--- src/rtl/gpg_pkg.sv ---
package gpg_pkg;
  // status bit positions
  localparam int ST_DONE0 = 0;
  localparam int ST_DONE1 = 1;
  localparam int ST_UNDER = 2;
  localparam int ST_BITS  = 3;

  // log2 of the group size for a width code (code 3 behaves as code 2)
  function automatic logic [1:0] width_log2(input logic [1:0] code);
    return (code == 2'd0) ? 2'd0 : (code == 2'd1) ? 2'd1 : 2'd2;
  endfunction
endpackage

--- src/rtl/gpg_unpack.sv ---
module gpg_unpack #(
  parameter int WORD_W = 32,
  parameter int LANES  = 4
) (
  input  logic              clk,
  input  logic              rst_n,
  input  logic              clear_i,
  input  logic              advance_i,
  input  logic [1:0]        width_i,
  input  logic [WORD_W-1:0] word_i,
  output logic [LANES-1:0]  lanes_o,
  output logic              last_o
);
  localparam int SW = $clog2(WORD_W);

  logic [SW-1:0]     step_q, step_d, last_step, shift;
  logic [LANES-1:0]  lane_q, lane_d, mask;
  logic [WORD_W-1:0] shifted;
  logic [1:0]        wlog;

  always_comb begin
    wlog      = gpg_pkg::width_log2(width_i);
    last_step = SW'((WORD_W >> wlog) - 1);
    shift     = SW'(step_q << wlog);
    shifted   = word_i >> shift;
    for (int k = 0; k < LANES; k++) mask[k] = (k < (1 << wlog));
    last_o    = (step_q == last_step);
    step_d    = step_q;
    lane_d    = lane_q;
    if (clear_i) begin
      step_d = '0;
      lane_d = '0;
    end else if (advance_i) begin
      step_d = last_o ? '0 : step_q + 1'b1;
      lane_d = shifted[LANES-1:0] & mask;
    end
  end

  always_ff @(posedge clk or negedge rst_n) begin
    if (!rst_n) begin
      step_q <= '0;
      lane_q <= '0;
    end else begin
      step_q <= step_d;
      lane_q <= lane_d;
    end
  end

  assign lanes_o = lane_q;

  assert_hold_between_strobes_R4: assert property (@(posedge clk) disable iff (!rst_n)
    !$past(advance_i) && !$past(clear_i) |-> $stable(lanes_o));
  assert_step_wrap_R3: assert property (@(posedge clk) disable iff (!rst_n)
    advance_i && last_o && !clear_i |=> step_q == '0);
endmodule

--- src/rtl/gpg_pingpong.sv ---
module gpg_pingpong #(
  parameter int WORD_W = 32
) (
  input  logic              clk,
  input  logic              rst_n,
  input  logic              mode_on_i,
  input  logic              load_i,
  input  logic              load_sel_i,
  input  logic [WORD_W-1:0] load_data_i,
  input  logic              advance_i,
  input  logic              last_i,
  output logic [WORD_W-1:0] word_o,
  output logic [1:0]        ready_o,
  output logic              run_o,
  output logic [1:0]        done_evt_o,
  output logic              under_evt_o
);
  logic [WORD_W-1:0] buf_q [2];
  logic [1:0]        ready_q, ready_d;
  logic              active_q, active_d, started_q, started_d, exhaust;

  for (genvar b = 0; b < 2; b++) begin : g_buf
    always_ff @(posedge clk or negedge rst_n) begin
      if (!rst_n) buf_q[b] <= '0;
      else if (load_i && load_sel_i == 1'(b)) buf_q[b] <= load_data_i;
    end
  end

  always_comb begin
    exhaust   = advance_i & last_i;
    for (int b = 0; b < 2; b++) begin
      done_evt_o[b] = exhaust && (active_q == 1'(b));
      ready_d[b]    = ready_q[b];
      if (load_i && load_sel_i == 1'(b)) ready_d[b] = 1'b1;
      else if (done_evt_o[b])            ready_d[b] = 1'b0;
    end
    under_evt_o = exhaust && !ready_q[~active_q] && !(load_i && load_sel_i == ~active_q);
    active_d    = !mode_on_i ? 1'b0 : (exhaust ? ~active_q : active_q);
    started_d   = mode_on_i && (started_q || (&ready_q));
  end

  always_ff @(posedge clk or negedge rst_n) begin
    if (!rst_n) begin
      ready_q   <= '0;
      active_q  <= 1'b0;
      started_q <= 1'b0;
    end else begin
      ready_q   <= ready_d;
      active_q  <= active_d;
      started_q <= started_d;
    end
  end

  assign word_o  = buf_q[active_q];
  assign ready_o = ready_q;
  assign run_o   = mode_on_i && started_q && ready_q[active_q];

  assert_ready_release_R6: assert property (@(posedge clk) disable iff (!rst_n)
    $fell(ready_q[0]) |-> $past(exhaust && !active_q));
  assert_switch_on_exhaust_R6: assert property (@(posedge clk) disable iff (!rst_n)
    !$stable(active_q) |-> $past(exhaust) || !$past(mode_on_i));
endmodule

--- src/rtl/gpg_irq.sv ---
module gpg_irq #(
  parameter int NB = 3
) (
  input  logic          clk,
  input  logic          rst_n,
  input  logic [NB-1:0] hw_evt_i,
  input  logic [NB-1:0] sw_set_i,
  input  logic [NB-1:0] sw_clr_i,
  input  logic [NB-1:0] enable_i,
  output logic [NB-1:0] status_o,
  output logic          irq_o
);
  logic [NB-1:0] status_q, status_d, raise;

  always_comb begin
    raise    = hw_evt_i | sw_set_i;
    status_d = (status_q & ~sw_clr_i) | raise;
  end

  always_ff @(posedge clk or negedge rst_n) begin
    if (!rst_n) status_q <= '0;
    else        status_q <= status_d;
  end

  assign status_o = status_q;
  assign irq_o    = |(status_q & enable_i);

  assert_event_sticks_R8: assert property (@(posedge clk) disable iff (!rst_n)
    |raise |=> (status_q & $past(raise)) == $past(raise));
  assert_clear_takes_R8: assert property (@(posedge clk) disable iff (!rst_n)
    |(sw_clr_i & ~raise) |=> (status_q & $past(sw_clr_i & ~raise)) == '0);
endmodule

--- src/rtl/gpg_pinmap.sv ---
module gpg_pinmap #(
  parameter int NUM_PINS = 8,
  parameter int LANES    = 4,
  localparam int PIN_W   = $clog2(NUM_PINS)
) (
  input  logic                   mode_on_i,
  input  logic [1:0]             width_i,
  input  logic [LANES*PIN_W-1:0] lane_pin_i,
  input  logic [LANES-1:0]       lanes_i,
  output logic [NUM_PINS-1:0]    gpio_o,
  output logic [NUM_PINS-1:0]    oe_o
);
  logic [1:0]       wlog;
  logic [PIN_W-1:0] pin;

  always_comb begin
    wlog   = gpg_pkg::width_log2(width_i);
    gpio_o = '0;
    oe_o   = '0;
    pin    = '0;
    // ascending order: a higher lane overrides a lower one on the same pin
    for (int k = 0; k < LANES; k++) begin
      pin = lane_pin_i[k*PIN_W +: PIN_W];
      if (mode_on_i && (k < (1 << wlog))) begin
        gpio_o[pin] = lanes_i[k];
        oe_o[pin]   = 1'b1;
      end
    end
  end
endmodule

--- src/rtl/gpio_pattern_gen.sv ---
module gpio_pattern_gen #(
  parameter int NUM_PINS = 8,
  parameter int LANES    = 4,
  parameter int WORD_W   = 32,
  localparam int PIN_W   = $clog2(NUM_PINS),
  localparam int NB      = gpg_pkg::ST_BITS
) (
  input  logic                   clk,
  input  logic                   rst_n,
  input  logic [1:0]             mode_i,
  input  logic [1:0]             width_i,
  input  logic [LANES*PIN_W-1:0] lane_pin_i,
  input  logic                   load_i,
  input  logic                   load_sel_i,
  input  logic [WORD_W-1:0]      load_data_i,
  input  logic                   strobe_i,
  input  logic [NB-1:0]          int_en_i,
  input  logic [NB-1:0]          int_set_i,
  input  logic [NB-1:0]          int_clr_i,
  output logic [NUM_PINS-1:0]    gpio_o,
  output logic [NUM_PINS-1:0]    gpio_oe_o,
  output logic [1:0]             buf_ready_o,
  output logic [NB-1:0]          int_status_o,
  output logic                   irq_o
);
  logic [1:0]        rst_sync_q;
  logic              rst_int_n, mode_on, run, advance, last, under_evt;
  logic [WORD_W-1:0] word;
  logic [LANES-1:0]  lanes;
  logic [1:0]        done_evt;
  logic [NB-1:0]     hw_evt;

  // asynchronous assertion, synchronous release
  always_ff @(posedge clk or negedge rst_n) begin
    if (!rst_n) rst_sync_q <= '0;
    else        rst_sync_q <= {rst_sync_q[0], 1'b1};
  end
  assign rst_int_n = rst_sync_q[1];

  assign mode_on = (mode_i == 2'b01);
  assign advance = strobe_i && run;

  always_comb begin
    hw_evt                   = '0;
    hw_evt[gpg_pkg::ST_DONE0] = done_evt[0];
    hw_evt[gpg_pkg::ST_DONE1] = done_evt[1];
    hw_evt[gpg_pkg::ST_UNDER] = under_evt;
  end

  gpg_pingpong #(.WORD_W(WORD_W)) i_pingpong (
    .clk(clk), .rst_n(rst_int_n), .mode_on_i(mode_on), .load_i(load_i),
    .load_sel_i(load_sel_i), .load_data_i(load_data_i), .advance_i(advance),
    .last_i(last), .word_o(word), .ready_o(buf_ready_o), .run_o(run),
    .done_evt_o(done_evt), .under_evt_o(under_evt));

  gpg_unpack #(.WORD_W(WORD_W), .LANES(LANES)) i_unpack (
    .clk(clk), .rst_n(rst_int_n), .clear_i(!mode_on), .advance_i(advance),
    .width_i(width_i), .word_i(word), .lanes_o(lanes), .last_o(last));

  gpg_pinmap #(.NUM_PINS(NUM_PINS), .LANES(LANES)) i_pinmap (
    .mode_on_i(mode_on), .width_i(width_i), .lane_pin_i(lane_pin_i),
    .lanes_i(lanes), .gpio_o(gpio_o), .oe_o(gpio_oe_o));

  gpg_irq #(.NB(NB)) i_irq (
    .clk(clk), .rst_n(rst_int_n), .hw_evt_i(hw_evt), .sw_set_i(int_set_i),
    .sw_clr_i(int_clr_i), .enable_i(int_en_i), .status_o(int_status_o), .irq_o(irq_o));

  assert_idle_no_enable_R2: assert property (@(posedge clk) disable iff (!rst_int_n)
    !mode_on |-> gpio_oe_o == '0 && gpio_o == '0);
endmodule

--- config.mk ---
export PLATFORM = sky130hd
export DESIGN_NAME = gpio_pattern_gen
export DESIGN_NICKNAME = d
export VERILOG_FILES = /design/src/rtl/gpg_pkg.sv /design/src/rtl/gpg_unpack.sv /design/src/rtl/gpg_pingpong.sv /design/src/rtl/gpg_irq.sv /design/src/rtl/gpg_pinmap.sv /design/src/rtl/gpio_pattern_gen.sv
export SDC_FILE = /design/constraint.sdc
export NUM_CORES = 1
export LEC_CHECK = 0
export BUFFER_PORTS_ARGS = -buffer_cell sky130_fd_sc_hd__clkbuf_2
export CAP_MARGIN = 0
export CORE_UTILIZATION = 45
export CTS_CLUSTER_DIAMETER = 120
export CTS_CLUSTER_SIZE = 8
export DETAILED_ROUTE_END_ITERATION = 6
export PLACE_DENSITY = 0.67
export SYNTH_ARGS = -nofsm -noshare
export SYNTH_HDL_FRONTEND = slang
export SYNTH_SLANG_ARGS = --single-unit
--- constraint.sdc ---
create_clock -name clk -period 3.17 [get_ports clk]
set_clock_uncertainty 0.2 [all_clocks]
set_input_delay 0.634 -clock clk [delete_from_list [all_inputs] [get_ports clk]]
set_output_delay 0.634 -clock clk [all_outputs]
set_load 0.02 [all_outputs]
Word level (Yosys, flattened, before mapping)
Cells that the tools add are included.
{ "word_totals": {"regBits": 82, "inputBits": 62} }
{ "classes": {"addsub": 2, "n_lt_le_gt_ge": 15, "eq_ne": 6, "n_shift": 4, "mux": 39, "n_bitwise": 14, "reduce_logical": 27} }
{ "ops": {"columns": ["operator", "count"], "rows": [
  ["$mux 32", 3],
  ["$lt 3x32->1 const A", 2],
  ["$mux 8", 8],
  ["$lt 1x32->1 const A", 1],
  ["$lt 2x32->1 const A", 1],
  ["$shl 1x2->32 const A", 1],
  ["$shr 32x5->4", 1],
  ["$bwmux 8", 3],
  ["$or 8x8->8", 3],
  ["$logic_and 1x1->1", 19],
  ["$lt 3x4->1 const B", 4],
  ["$mux 5", 3],
  ["$mux 1", 14],
  ["$demux 1 s3", 4],
  ["$ge 3x1->1 const B", 4],
  ["$and 8x8->8", 1],
  ["$mux 4", 2],
  ["$and 3x3->3", 2],
  ["$or 3x3->3", 2],
  ["$shr 6x2->5 const A", 1],
  ["$add 5x1->5 const B", 1],
  ["$eq 5x5->1", 1],
  ["$shl 5x2->5", 1],
  ["$sub 5x2->5 const B", 1],
  ["other kinds (17)", 24]
]} }

Depth between registers and ports, before layout
{ "depth": {"ltp_word": 13, "ltp_mapped": 9} }

Hierarchy
From an unflattened synthesis, not the netlist that was laid out.
{ "unflattened": {"cells_unflattened": 737, "hier_area_um2": 6254.7} }
{ "modules_own_cells": {"columns": ["module", "instances", "cells_per_inst", "area_per_inst_um2", "seq_area_each_um2"], "rows": [
  ["gpg_pingpong", 1, 263, 3138.0, 1701.6],
  ["gpg_unpack", 1, 333, 2223.4, 225.2],
  ["gpg_pinmap", 1, 121, 694.4, 0.0],
  ["gpg_irq", 1, 14, 126.4, 75.1],
  ["gpio_pattern_gen", 1, 6, 72.6, 50.0]
]} }

Worst setup path after synthesis
OpenSTA, ideal clock, no wires.
{ "synth_path": {"path_kind": "input -> output", "startpoint": "input width_i[0]", "endpoint": "output gpio_o[6]", "arrival_time_ns": 2.289, "setup_slack_ns": 0.047, "path_stages": 8, "path_cell_list": "buf_6 > clkbuf_1 > nor2_1 > nor4_1 > nand2_1 > o31ai_1 > mux2i_1 > o21ai_0"} }
{ "synth_via": {"elab_chain_cells": 13} }
{ "synth_rtl": {"columns": ["item", "line", "rtl"], "rows": [
  ["start, declared", "gpio_pattern_gen.sv:11", "input logic [1:0] width_i,"],
  ["$eq 2x1->1", "gpg_pkg.sv:10", "return (code == 2'd0) ? 2'd0 : (code == 2'd1) ? 2'd1 : 2'd2;"],
  ["$mux 2", "gpg_pkg.sv:10", null],
  ["$mux 2 (*)", "gpg_pkg.sv:10", null],
  ["$shl 1x2->32 (*)", "gpg_pinmap.sv:24", "if (mode_on_i && (k < (1 << wlog))) begin"],
  ["$lt 1x32->1", "gpg_pinmap.sv:24", null],
  ["$logic_and 1x1->1", "gpg_pinmap.sv:24", null],
  ["$mux 8", "gpg_pinmap.sv:24", null],
  ["$bwmux 8", "gpg_pinmap.sv:25", "gpio_o[pin] = lanes_i[k];"],
  ["$mux 8", "gpg_pinmap.sv:24", null],
  ["$bwmux 8", "gpg_pinmap.sv:25", null],
  ["$mux 8", "gpg_pinmap.sv:24", null],
  ["$bwmux 8", "gpg_pinmap.sv:25", null],
  ["$mux 8 (*)", "gpg_pinmap.sv:24", null],
  ["end, declared", "gpio_pattern_gen.sv:20", "output logic [NUM_PINS-1:0] gpio_o,"]
]} }
Every way passes the cells marked *; elsewhere a longest branch is shown, timed or not.

Final worst setup path
{ "layout_path": {"startpoint": "input mode_i[1]", "endpoint": "output gpio_o[2]"} }
{ "layout_via": {"elab_chain_cells": 9} }
{ "layout_rtl": {"columns": ["item", "line", "rtl"], "rows": [
  ["start, declared", "gpio_pattern_gen.sv:10", "input logic [1:0] mode_i,"],
  ["$eq 2x1->1 (*)", "gpio_pattern_gen.sv:40", "assign mode_on = (mode_i == 2'b01);"],
  ["$logic_and 1x1->1", "gpg_pinmap.sv:24", null],
  ["$mux 8", "gpg_pinmap.sv:24", null],
  ["$bwmux 8", "gpg_pinmap.sv:25", null],
  ["$mux 8", "gpg_pinmap.sv:24", null],
  ["$bwmux 8", "gpg_pinmap.sv:25", null],
  ["$mux 8", "gpg_pinmap.sv:24", null],
  ["$bwmux 8", "gpg_pinmap.sv:25", null],
  ["$mux 8 (*)", "gpg_pinmap.sv:24", null]
]} }
Marks and branches as above.

==> results.json <==
{
  "antenna_found_initial": 0,
  "drt_iter0_markers": 324,
  "critPathKind": "input pin to primary output",
  "grt_pass1_vias": 4683,
  "fin_nets": 675,
  "clock_tree_from_tritoncts": "done",
  "synth-edff-count": 0,
  "syn2layout_area_growth_pct": 19.0,
  "grt_use_total_pct": 24.1,
  "timing.fmax_mhz": 315,
  "timing.slew.headroom_pct": 52.5,
  "yosys.cell_types.count": 63,
  "timing.hold.worst.class": "flop to async pin",
  "crit_arrival_ns": 2.34,
  "worstPathBufferInverterCount": 3,
  "globalRouteOverflowTotal": 0,
  "drt-vias-per-instance": 6.08,
  "syn-instance-count": 521,
  "post-synth-top-area-cell": "dfrtp_1",
  "floorplan.io_pins": 84,
  "asyncSetResetFlopFracSynth_pct": 100,
  "critPathTopFamily": "simple AND/OR/NAND/NOR gates",
  "sequential_standard_cell_area_sq_um": 2060,
  "n_antenna_cell": 0,
  "synth_area_leaders": "dfrtp_1, mux2_2, mux2i_1",
  "num_rows": 39,
  "layout_min_cycle_time_ns": 3.18,
  "layout_setup_ws_ns": -0.00718,
  "die_height_um": 112,
  "synthesis.nets": 584,
  "wl_per_cell_um": 19.3,
  "maxCapViolations": 0,
  "pre_cts_slack_ns": 0.0169,
  "die_outline_area_sq_um": 12600,
  "syn_area_per_cell_sq_um": 10.5,
  "syn_area_sq_um": 5490,
  "design.core.area_sq_um": 11700,
  "clock_path_buffers": 2,
  "placed_area_sq_um": 6220,
  "clkTransAtPathRegs_ns": 0.07,
  "detail_route.drc_violations": 0,
  "cts_setup_buffers": 0,
  "finalWeightedCongestion": 0.909,
  "filler_cell_count": 999,
  "hpwl_mm": 10.9,
  "layout_cells_sized_above_1_pct": 38.6,
  "yosysSeqAreaShare_pct": 37.4,
  "via_count": 4620,
  "postSynth.topFlopCell": "dfrtp_1",
  "unrepaired_setup_endpoints_after_global_routing": "true",
  "final_design_area_no_fill_sq_um": 6530,
  "slowest_stage": "nor4b_1",
  "violations": "setup timing",
  "power_density_nw_per_um2": 433,
  "floorplan.initialDensity_pct": 47.1,
  "yosys_warnings": 0,
  "worst-endpoint-required_ns": 2.34,
  "routed_wirelength_mm": 14.6,
  "layout.cells.most_common_list": "clkbuf_2, dfrtp_1, mux2_2",
  "finalSetupViolations": 1,
  "cts.sinks": 82,
  "yosys_top_cell_area_share_pct": 37.4,
  "die_width_um": 112,
  "cp_cell_sequence": "clkbuf_2 -> nand2b_1 -> nor4b_1 -> buf_4 -> o31ai_1 -> mux2_2 -> mux2_2 -> clkbuf_2",
  "grt_pass1_wl_mm": 23.8,
  "worst_setup_path_end_kind": "primary output",
  "final_util_pct": 56.0,
  "finalMaxSlewViolations": 0,
  "drt_first_pass_iters": 5,
  "synth-seq-cells": 82,
  "cts_buf_count": 9,
  "cts-htree-levels": 3,
  "power.ir.vdd_worst_mv": 0.267,
  "grt_max_degree": 37,
  "critical_path_peak_fanout": 7,
  "crit_path_start_kind": "input pin",
  "cts.root.buffer_cell": "clkbuf_16",
  "ant_nets": 0,
  "clock_latency_on_the_worst_skew_pair_ns": 0.34,
  "io_buffer_count": 83,
  "crit_share_post_route_pct": 100,
  "worst_pin_slew_ns": 0.708,
  "area_taken_by_multi_input_logic_gates_sq_um": 3270,
  "leakage_nw": 2.73,
  "outcome": "finished with violations",
  "final_common_cell": "clkbuf_2",
  "timing.final.hold_violations": 0,
  "timing.critical_path.slowest_cell_delay_ns": 0.40
}
synth_stat cells (all sizes together) (2+ instances only):
cell,count
nand2b,5
o21ai,12
mux2i,48
a211o,2
a211oi,5
nor3,4
a21oi,16
or3b,2
nor3b,4
nor4b,5
a32oi,2
nand4,6
a32o,3
o21a,2
a21boi,2
inv,7
a311oi,2
o31ai,6
buf,15
mux4,18
nor2,27
dfrtp,82
a31oi,4
clkbuf,22
nand3,31
and3,6
mux2,81
o2111ai,2
a221oi,4
nor2b,14
o211ai,2
o311ai,2
o221ai,2
nand2,49
xor2,2
nand3b,3
nor4,2
a22o,2
state kept, by name, indices dropped and copies added, names as in the netlist:
signal	count
i_pingpong.buf_q	64
i_unpack.step_q	5
i_unpack.lanes_o	4
i_irq.status_o	3
i_pingpong.ready_o	2
rst_sync_q	2
i_pingpong.active_q	1
i_pingpong.started_q	1
what timing repair did:
item	in CTS	in global routing
resized for setup	0	2
hold buffers	1	0
setup endpoints to repair	0	7
endpoints found under the hold margin	2	0
final timing paths:
path | startpoint | end | slack (ns) | cells after the start
min | rst_sync_q[1]$_DFF_PN0_ | i_irq.status_o[1]$_DFF_PN0_ | 0.11 | 0
min reg2reg | rst_sync_q[1]$_DFF_PN0_ | i_irq.status_o[1]$_DFF_PN0_ | 0.11 | 0
max | mode_i[1] | gpio_o[2] | -0.007 | 8
min in group clk | rst_sync_q[0]$_DFF_PN0_ | rst_sync_q[1]$_DFF_PN0_ | 0.15 | 0
max in group asynchronous | rst_sync_q[1]$_DFF_PN0_ | i_pingpong.buf_q[8]$_DFFE_PN0P_ | 1.96 | 1
max reg2reg | i_unpack.step_q[2]$_DFFE_PN0P_ | i_unpack.lanes_o[1]$_DFFE_PN0P_ | 0.55 | 7
kinds of logic (layout without fill, tap and decap cells):
logic type | after synthesis | in the layout | synth area share [%]
buffers and inverters | 44 | 140 | 3.37
adder cells (fa/ha/maj) | 1 | 1 | 0.228
XOR/XNOR | 3 | 3 | 0.479
multiplexers | 147 | 147 | 33.0
AO/OA/AOI/OAI | 81 | 81 | 10.6
flip-flops | 82 | 82 | 37.4
other | 1 | 1 | 0.0683
AND/OR/NAND/NOR | 162 | 162 | 14.9
final cells by class:
class / instances / share of cell area (%)
Clock buffer: 10 / 3.66
Inverter: 7 / 0.402
Sequential cell: 82 / 31.5
Multi-Input combinational cell: 395 / 50.1
Clock inverter: 6 / 0.728
Tap cell: 143 / 2.74
Timing Repair Buffer: 117 / 10.9
report_power, final:
group / internal [mW] / switching (mW)
Sequential: 1.17 / 0.103
Clock: 0.564 / 0.469
Combinational: 0.273 / 0.248
routing by layer:
metal,up-vias,part of all wire [%],GRT usage (%)
met5,-,0,0
met4,0,2.8,9.42
met3,34,4.3,4.32
met2,149,47,39.2
met1,2285,45,32.0
li1,2152,-,-
per-stage QoR:
step,hold slack (ns),std cells,power (mW),TNS [ns]
after floorplan,0.131,521,1.62,0
after global placement,0.109,743,1.79,0
after detailed placement,0.119,743,1.81,0
after CTS,0.124,760,2.84,0
after global routing,0.151,760,2.95,-0.147
final,0.107,760,2.83,-0.00718
Note: power is estimated with default switching activity, not from simulation.
